File: config.mk
export PLATFORM = sky130hd
export DESIGN_NAME = gpio_ctrl
export DESIGN_NICKNAME = d
export VERILOG_FILES = /design/src/rtl/gpio_ctrl_pkg.sv /design/src/rtl/gpio_sync.sv /design/src/rtl/gpio_evt_detect.sv /design/src/rtl/gpio_bank.sv /design/src/rtl/gpio_ctrl.sv
export SDC_FILE = /design/constraint.sdc
export NUM_CORES = 1
export LEC_CHECK = 0
export BUFFER_PORTS_ARGS = -buffer_cell sky130_fd_sc_hd__buf_4
export CAP_MARGIN = 15
export CELL_PAD_IN_SITES_DETAIL_PLACEMENT = 0
export CELL_PAD_IN_SITES_GLOBAL_PLACEMENT = 1
export CORE_UTILIZATION = 53
export CTS_CLUSTER_SIZE = 10
export DETAILED_ROUTE_END_ITERATION = 16
export HOLD_SLACK_MARGIN = 0.02
export PLACE_DENSITY = 0.88
export SLEW_MARGIN = 20
export SYNTH_ARGS = -nofsm -noshare
export SYNTH_HDL_FRONTEND = slang
export SYNTH_SLANG_ARGS = --single-unit
File: constraint.sdc
create_clock -name clk_i -period 3 [get_ports clk_i]
set_input_delay 0.15 -clock clk_i [delete_from_list [all_inputs] [get_ports clk_i]]
set_output_delay 0.15 -clock clk_i [all_outputs]
set_load 0.03 [all_outputs]
File: src/rtl/gpio_ctrl_pkg.sv
package gpio_ctrl_pkg;
  localparam int unsigned REG_W = 32;
  localparam int unsigned BANK_SPAN_LOG2 = 5;

  typedef enum logic [2:0] {
    SEL_OD   = 3'd0,
    SEL_OUT  = 3'd1,
    SEL_DIR  = 3'd2,
    SEL_EPOL = 3'd3,
    SEL_EANY = 3'd4,
    SEL_IEN  = 3'd5,
    SEL_LVL  = 3'd6,
    SEL_EVT  = 3'd7
  } reg_sel_e;
endpackage

File: src/rtl/gpio_sync.sv
module gpio_sync #(
  parameter int unsigned W = 32
) (
  input  logic         clk_i,
  input  logic         rst_ni,
  input  logic [W-1:0] d_i,
  output logic [W-1:0] q_o
);
  logic [W-1:0] meta_q, sync_q;
  logic [1:0]   warm_q;

  always_ff @(posedge clk_i or negedge rst_ni) begin
    if (!rst_ni) begin
      meta_q <= '0;
      sync_q <= '0;
      warm_q <= '0;
    end else begin
      meta_q <= d_i;
      sync_q <= meta_q;
      if (warm_q != 2'd3) warm_q <= warm_q + 2'd1;
    end
  end

  assign q_o = sync_q;

  // two edges of latency once history is valid
  assert_sync_lag_R11: assert property (@(posedge clk_i) disable iff (!rst_ni)
    (warm_q >= 2'd2) |-> (q_o == $past(d_i, 2)));
endmodule

File: src/rtl/gpio_evt_detect.sv
module gpio_evt_detect #(
  parameter int unsigned W = 32
) (
  input  logic         clk_i,
  input  logic         rst_ni,
  input  logic [W-1:0] s_i,
  input  logic [W-1:0] lvl_i,
  input  logic [W-1:0] eany_i,
  input  logic [W-1:0] epol_i,
  output logic [W-1:0] ev_o
);
  logic [W-1:0] prev_q, rise, fall, edge_hit;

  always_ff @(posedge clk_i or negedge rst_ni) begin
    if (!rst_ni) prev_q <= '0;
    else         prev_q <= s_i;
  end

  assign rise = s_i & ~prev_q;
  assign fall = ~s_i & prev_q;

  for (genvar i = 0; i < int'(W); i++) begin : g_pin
    always_comb begin
      if (eany_i[i])      edge_hit[i] = rise[i] | fall[i];
      else if (epol_i[i]) edge_hit[i] = rise[i];
      else                edge_hit[i] = fall[i];
    end
  end

  assign ev_o = (lvl_i & s_i) | (~lvl_i & edge_hit);
endmodule

File: src/rtl/gpio_bank.sv
module gpio_bank
  import gpio_ctrl_pkg::*;
#(
  parameter int unsigned W = 32
) (
  input  logic             clk_i,
  input  logic             rst_ni,
  input  logic             we_i,
  input  reg_sel_e         sel_i,
  input  logic [REG_W-1:0] wdata_i,
  output logic [REG_W-1:0] rdata_o,
  input  logic [W-1:0]     pin_i,
  output logic [W-1:0]     pin_out_o,
  output logic [W-1:0]     pin_oe_o,
  output logic             irq_o
);
  logic [W-1:0] od_q, out_q, dir_q, epol_q, eany_q, ien_q, lvl_q, evt_q;
  logic [W-1:0] pin_s, ev, clr, evt_d, wd;

  assign wd = wdata_i[W-1:0];

  gpio_sync #(.W(W)) u_sync (
    .clk_i(clk_i), .rst_ni(rst_ni), .d_i(pin_i), .q_o(pin_s)
  );

  gpio_evt_detect #(.W(W)) u_det (
    .clk_i(clk_i), .rst_ni(rst_ni), .s_i(pin_s),
    .lvl_i(lvl_q), .eany_i(eany_q), .epol_i(epol_q), .ev_o(ev)
  );

  assign clr   = (we_i && sel_i == SEL_EVT) ? wd : '0;
  assign evt_d = (evt_q & ~clr) | ev;   // event beats clear

  always_ff @(posedge clk_i or negedge rst_ni) begin
    if (!rst_ni) begin
      od_q   <= '0;
      out_q  <= '0;
      dir_q  <= '1;
      epol_q <= '0;
      eany_q <= '0;
      ien_q  <= '0;
      lvl_q  <= '0;
      evt_q  <= '0;
    end else begin
      evt_q <= evt_d;
      if (we_i) begin
        unique case (sel_i)
          SEL_OD:   od_q   <= wd;
          SEL_OUT:  out_q  <= wd;
          SEL_DIR:  dir_q  <= wd;
          SEL_EPOL: epol_q <= wd;
          SEL_EANY: eany_q <= wd;
          SEL_IEN:  ien_q  <= wd;
          SEL_LVL:  lvl_q  <= wd;
          SEL_EVT:  ;
        endcase
      end
    end
  end

  always_comb begin
    unique case (sel_i)
      SEL_OD:   rdata_o = REG_W'(od_q);
      SEL_OUT:  rdata_o = REG_W'((out_q & ~dir_q) | (pin_s & dir_q));
      SEL_DIR:  rdata_o = REG_W'(dir_q);
      SEL_EPOL: rdata_o = REG_W'(epol_q);
      SEL_EANY: rdata_o = REG_W'(eany_q);
      SEL_IEN:  rdata_o = REG_W'(ien_q);
      SEL_LVL:  rdata_o = REG_W'(lvl_q);
      SEL_EVT:  rdata_o = REG_W'(evt_q);
    endcase
  end

  assign pin_out_o = out_q & ~od_q;
  assign pin_oe_o  = ~dir_q & (~od_q | ~out_q);
  assign irq_o     = |(evt_q & ien_q);

  assert_evt_wins_R9: assert property (@(posedge clk_i) disable iff (!rst_ni)
    (|ev) |=> ((evt_q & $past(ev)) == $past(ev)));

  assert_w1c_clears_R9: assert property (@(posedge clk_i) disable iff (!rst_ni)
    (we_i && sel_i == SEL_EVT) |=> ((evt_q & $past(wd & ~ev)) == '0));

  assert_no_spurious_evt_R8: assert property (@(posedge clk_i) disable iff (!rst_ni)
    ((evt_q & ~$past(evt_q) & ~$past(ev)) == '0));
endmodule

File: src/rtl/gpio_ctrl.sv
module gpio_ctrl
  import gpio_ctrl_pkg::*;
#(
  parameter int unsigned NUM_BANKS = 2,
  parameter int unsigned BANK_W    = 20,
  parameter int unsigned ADDR_W    = BANK_SPAN_LOG2 + $clog2(NUM_BANKS)
) (
  input  logic                        clk_i,
  input  logic                        rst_ni,
  input  logic                        bus_wr_i,
  input  logic [ADDR_W-1:2]           bus_addr_i,
  input  logic [REG_W-1:0]            bus_wdata_i,
  output logic [REG_W-1:0]            bus_rdata_o,
  input  logic [NUM_BANKS*BANK_W-1:0] pin_i,
  output logic [NUM_BANKS*BANK_W-1:0] pin_out_o,
  output logic [NUM_BANKS*BANK_W-1:0] pin_oe_o,
  output logic                        irq_o
);
  localparam int unsigned SEL_SHIFT = BANK_SPAN_LOG2 - 2;

  logic [31:0]      bank_idx;
  reg_sel_e         sel;
  logic [REG_W-1:0] bank_rd [NUM_BANKS];
  logic [NUM_BANKS-1:0] bank_irq;

  assign bank_idx = 32'(bus_addr_i) >> SEL_SHIFT;
  assign sel      = reg_sel_e'(bus_addr_i[4:2]);

  for (genvar b = 0; b < int'(NUM_BANKS); b++) begin : g_bank
    gpio_bank #(.W(BANK_W)) u_bank (
      .clk_i    (clk_i),
      .rst_ni   (rst_ni),
      .we_i     (bus_wr_i && bank_idx == 32'(b)),
      .sel_i    (sel),
      .wdata_i  (bus_wdata_i),
      .rdata_o  (bank_rd[b]),
      .pin_i    (pin_i[b*BANK_W +: BANK_W]),
      .pin_out_o(pin_out_o[b*BANK_W +: BANK_W]),
      .pin_oe_o (pin_oe_o[b*BANK_W +: BANK_W]),
      .irq_o    (bank_irq[b])
    );
  end

  always_comb begin
    bus_rdata_o = '0;
    for (int b = 0; b < int'(NUM_BANKS); b++)
      if (bank_idx == 32'(b)) bus_rdata_o = bank_rd[b];
  end

  assign irq_o = |bank_irq;
endmodule

; After elaboration in Yosys (flattened, before gate mapping)
; Cells that the tools add are included.
[word_totals]
regBits = 440
elab_cells = 220
[op_classes]
n_eq_ne = 7
mux = 86
bitwise = 84
reduce_logical = 21
[ops]
columns = cell, n
row1 = 32-bit one-hot mux with 8 select lines, 2
row2 = 20-bit AND, 18
row3 = 20-bit NOT, 14
row4 = 20-bit bitwise OR, 6
row5 = 1-bit 2-to-1 mux, 80
row6 = 20-bit by 32-bit AND with 32-bit output, 2
row7 = 32-bit 2-to-1 mux, 2
row8 = 20-bit NOT with 32-bit output, 2
row9 = 32-bit bitwise OR, 2
row10 = 20-bit 2-to-1 mux, 2
row11 = 1-bit bitwise OR, 40
row12 = 40-bit OR reduction, 1
row13 = 32-bit zero test, 1
row14 = 2-bit AND reduction, 14
row15 = "3-bit == test, second input constant", 4
row16 = "3-bit by 2-bit == test with 1-bit output, second input constant", 2
row17 = 1-bit logical AND, 4
row18 = "3-bit by 1-bit == test with 1-bit output, second input constant", 1
row19 = 3-bit zero test, 1

; Logic depth before layout (Yosys ltp)
[logic_depth]
depth_word = 7
mapped_depth = 7
mapped_depth_nobuf = 6

; Cells and area by module
; A second synthesis with hierarchy kept.
[hier_totals]
hier_cells = 1847
hier_area_um2 = 22123.7
[modules_own_cells]
columns = module, n_inst, cells_per_inst, area_per_inst_um2, seq_area_each_um2
row1 = gpio_bank, 2, 664, 8059.0, 4028.9
row2 = gpio_evt_detect, 2, 200, 1726.7, 500.5
row3 = gpio_sync, 2, 40, 1001.0, 1001.0
row4 = gpio_ctrl, 1, 39, 550.5, 0.0

; Worst setup path after synthesis
; Ideal clock, no wire load.
[synth_path]
path_type = input to output
start = in bus_addr_i[4] in the netlist's numbering
end = out bus_rdata_o[11]
arrival_ns = 1.941
path_slack_ns = 0.909
cell_stages = 7
cell_sequence = buf_2 -> or3b_1 -> clkbuf_1 -> buf_2 -> o2bb2ai_1 -> a221oi_1 -> o32ai_1
[synth_via]
elab_chain_len = 4
word_cells_on_any_way = 12
classes_between = eq/ne (7) / mux (4) / reduce/logical (1)
[synth_lines]
columns = element, line_no
row1 = "start, declared", gpio_ctrl.sv:11  ; input logic [ADDR_W-1:2] bus_addr_i,
row2 = "3-bit == test, or another cell as far along", gpio_bank.sv:62  ; unique case (sel_i)
row3 = 32-bit one-hot mux with 8 select lines, gpio_bank.sv:62
row4 = 32-bit 2-to-1 mux, gpio_ctrl.sv:47  ; if (bank_idx == 32'(b)) bus_rdata_o = bank_rd[b];
row5 = 32-bit 2-to-1 mux (*), gpio_ctrl.sv:47
row6 = "end, declared", gpio_ctrl.sv:13  ; output logic [REG_W-1:0] bus_rdata_o,
; Every way passes the cells marked *; elsewhere a longest branch is shown, timed or not.

; Worst setup path after layout
[layout_path]
start = reg g_bank[1].u_bank.ien_q[12]
end = out irq_o
[layout_via]
elab_chain_len = 2
[layout_lines]
columns = element, line_no
row1 = "start, declared", gpio_bank.sv:17  ; logic [W-1:0] od_q, out_q, dir_q, epol_q, eany_q, ien_q, lvl_q, evt_q;
row2 = "start signal, assigned", gpio_bank.sv:53  ; SEL_IEN: ien_q <= wd;
row3 = 20-bit AND, gpio_bank.sv:76  ; assign irq_o = |(evt_q & ien_q);
row4 = 40-bit OR reduction, gpio_ctrl.sv:50  ; assign irq_o = |bank_irq;
row5 = "end, declared", gpio_ctrl.sv:17  ; output logic irq_o
; No other way between the ends.

==> key figures <==
STA
  – Setup TNS: 0 ps
  – Hold_ws: 158 ps
  – Worst slew margin: 51.4%
  – Unrepaired setup endpoints after global routing: false
  – Final Skew: 11.9 ps
  – Final setup viols: 0
  – Worst-margin pin slew: 729 ps
  – Fin. max-slew vios: 0
  – Tcrit/Tclk final: 83.5%
  – FMAX: 0.399 GHz
  – Final min period: 2500 ps
  – Fin. Hold Viols: 0

Clock network
  – Htree depth: 2
  – CTS tree: built
  – Worst-path clk slew: 50 ps
  – Post-cts sizing count: 0
  – Clock sink count: 440
  – Root Buffer: clkbuf_16
  – Max Root-Sink Buffers: 3
  – Total CTS buffers: 51
  – Clk Latency, worst-skew pair: 590 ps

Critical path
  – Crit. End Element: primary output
  – R2r endpoint: g_bank[0].u_bank.evt_q[0]
  – Reg2reg start: g_bank[0].u_bank.u_sync.q_o[0]
  – CP Data Required Time: 2850 ps
  – CP max stage cell: dfrtp_1
  – Worst-path cell chain: a22oi_1 > nand4_1 > nor4_1 > nand4_1 > buf_4
  – Worst reg2reg path depth: 6
  – Buf/Inv on CP: 1
  – CP max FO: 3
  – Startpoint Class: flop
  – R2R setup slack: 1420 ps
  – Most used cell, CP: nand4_1
  – Worst EP arrival: 2350 ps
  – Slowest Stage Delay on Critical Path: 440 ps
  – CP Launch Point: g_bank[1].u_bank.ien_q[12]
  – Worst path depth: 5
  – Crit Path Class: reg2out
  – CP top delay family: simple AND/OR/NAND/NOR gates

Layout
  – Area grow syn2layout: 19.1%
  – Share of cells above drive strength 1: 30.8%
  – Inserted Diodes: 0
  – Final instance area: 0.0253 mm^2
  – Layout Nets: 2,093
  – Final design utilization: 63.9%

Die
  – Initial Utilization: 53.6%
  – Die ar.: 0.0409 mm^2
  – Die height: 202 um
  – # rows: 73
  – Core box area: 0.0396 mm^2
  – IO Pins: 192
  – DIE WIDTH: 202 um

Synthesis
  – Mean Syn Cell Area: 12.5 um^2
  – EDFF count, synth: 0
  – Post-Syn Area: 0.0213 mm^2
  – FF+latch count, synth: 440
  – Yosys warning total: 0
  – Multiplexer share of the synthesized area: 18.8%
  – Synth Area in Simple Gates: 6.15%
  – Synth Instances: 1,707
  – Fraction of registers with async set/reset: 100%
  – Area leader, netlist: dfrtp_1
  – Post-Synth XOR/XNOR Area: 0%
  – Register area share after synthesis: 52.0%
  – Synth Area in Adders: 4.71%
  – Largest family of logic cells by synthesized area: multiplexers
  – Top cells by area, synth: dfrtp_1 47%, mux2_2 14%, dfstp_2 4.9%, ha_1 4.7%, mux2i_1 3.6%
  – Top_reg_cell synth: dfrtp_1
  – Compound-gate portion of the synthesized area: 14.0%
  – Distinct cells, synth: 43
  – Top cell type's share of synthesized area: 47.1%

Pwr
  – Sequential share of power: 45.7%
  – P_sw: 5.56 mW
  – Pwr dens: 704 mW/mm^2
  – Leak pwr: 11.1 nW
  – Pint: 12.3 mW
  – Sw frac: 31.2%
  – Peak supply drop: 0.548 mV
  – Combinational Power Share: 22.4%
  – Clk network pwr share: 32.0%

Placed design
  – Post-DP Area: 0.0232 mm^2
  – DP HPWL: 37,900 um
  – RePlAce Congestion: 0.859
  – Port bufs: 167

Global route
  – GRT Total Usage: 29.0%
  – Initial antenna violation count: 0
  – GRT Residual Overflow: 0
  – Global-route wire length before repair: 91,200 um
  – Vias in the first global route: 15.7k
  – Largest net degree at the start of global routing: 86

Drt
  – Via count: 15.2k
  – DRC violations left: 0
  – Iteration count of the initial detailed-routing pass: 5
  – First DRT Iteration DRCs: 1,076
  – Post-DR vias/cell: 6.10
  – Routed WL per cell: 23.3 um
  – Post-DRT Antenna Nets: 0
  – Drt total wl: 58,300 um

Hold path
  – Hold crit path type: in2async

Flow run
  – Max-Cap Viols: 0

Run status
  – Status: finished, final reports clean
-- cell usage after synthesis (all sizes together), types with 11 or more instances --
cell type,n
a21oi,42
buf,72
clkbuf,50
nand2b,11
nor2b,114
ha,80
o2bb2ai,83
mux2i,77
a211oi,85
o32ai,20
dfrtp,400
o21ai,31
a22oi,18
nand2,49
mux2,279
a221oi,46
inv,88
nor2,28
a221o,40
dfstp,40
-- registers in the layout (all words and copies together), names as in the netlist --
register / flops
g_bank.u_bank.u_sync.meta_q: 40
g_bank.u_bank.od_q: 40
g_bank.u_bank.epol_q: 40
g_bank.u_bank.ien_q: 40
g_bank.u_bank.u_det.prev_q: 40
g_bank.u_bank.lvl_q: 40
g_bank.u_bank.eany_q: 40
g_bank.u_bank.dir_q: 40
g_bank.u_bank.evt_q: 40
g_bank.u_bank.out_q: 40
g_bank.u_bank.u_sync.q_o: 40
-- power groups by stage --
stage               sequential (mW)  clock, mW  combinational [mW]
floorplan                      7.82          0                2.74
global placement               8.15          0                3.83
CTS                            8.11       5.80                4.02
global route                   8.29       6.03                4.29
detailed placement             8.20          0                3.93
finish                         8.14       5.70                3.99
-- area by class of cell --
type	instances	area, um^2
Clock buffer	87	1470
Clock inverter	3	33.8
Fill cell	3076	14300
Inverter	88	330
Multi-Input combinational cell	1068	9350
Sequential cell	440	11100
Tap cell	525	657
Timing Repair Buffer	285	2420
-- logic make-up (layout without fill, tap and decap cells) --
logic type / count (synthesis) / in the layout
compound gates: 383 / 383
simple gates: 237 / 237
fa+ha+maj: 80 / 80
mux: 356 / 356
other cells: 1 / 12
flops: 440 / 440
buf+inv: 210 / 463
-- cells in the final DEF, fill, tap and decap left out, types with 24 or more instances in the layout --
| cell | n |
|---|---|
| a221o_1 | 40 |
| dlygate4sd3_1 | 61 |
| a21oi_1 | 42 |
| nand2_1 | 49 |
| clkbuf_16 | 52 |
| a211oi_1 | 85 |
| mux2_2 | 255 |
| o21ai_0 | 31 |
| nor2b_1 | 112 |
| a221oi_1 | 46 |
| mux2i_1 | 77 |
| o2bb2ai_1 | 83 |
| inv_1 | 86 |
| nor2_1 | 24 |
| dfstp_2 | 40 |
| clkbuf_1 | 31 |
| ha_1 | 80 |
| dfrtp_1 | 400 |
| buf_4 | 213 |
-- metrics by stage --
step	power [mW]	instances	setup slack, ps
final	17.8	2496	495
after global routing	18.6	2496	446
after CTS	17.9	2496	452
after detailed placement	12.1	2345	631
after global placement	12.0	2345	613
after floorplan	10.6	1718	909
-- metal layers --
metal	track usage, %	routed length (um)
met1	40.2	25500
met4	11.3	2000
met3	4.03	3120
met5	0	0
met2	46.4	27600
-- worst max-delay path by stage --
| stage | slack (ps) | endpoint |
|---|---|---|
| final | 500 | irq_o |
| after global routing | 450 | irq_o |
| after CTS | 450 | irq_o |
| after detailed placement | 630 | g_bank[0].u_bank.eany_q[19] |
| after global placement | 610 | bus_rdata_o[19] |
| after floorplan | 910 | bus_rdata_o[11] |
-- repair_timing --
item	4_1_cts	5_1_grt
setup buffers	0	0
hold buffers	61	0
endpoints found under the hold margin	436	0
No activity file was read; power rests on OpenSTA's default activity.
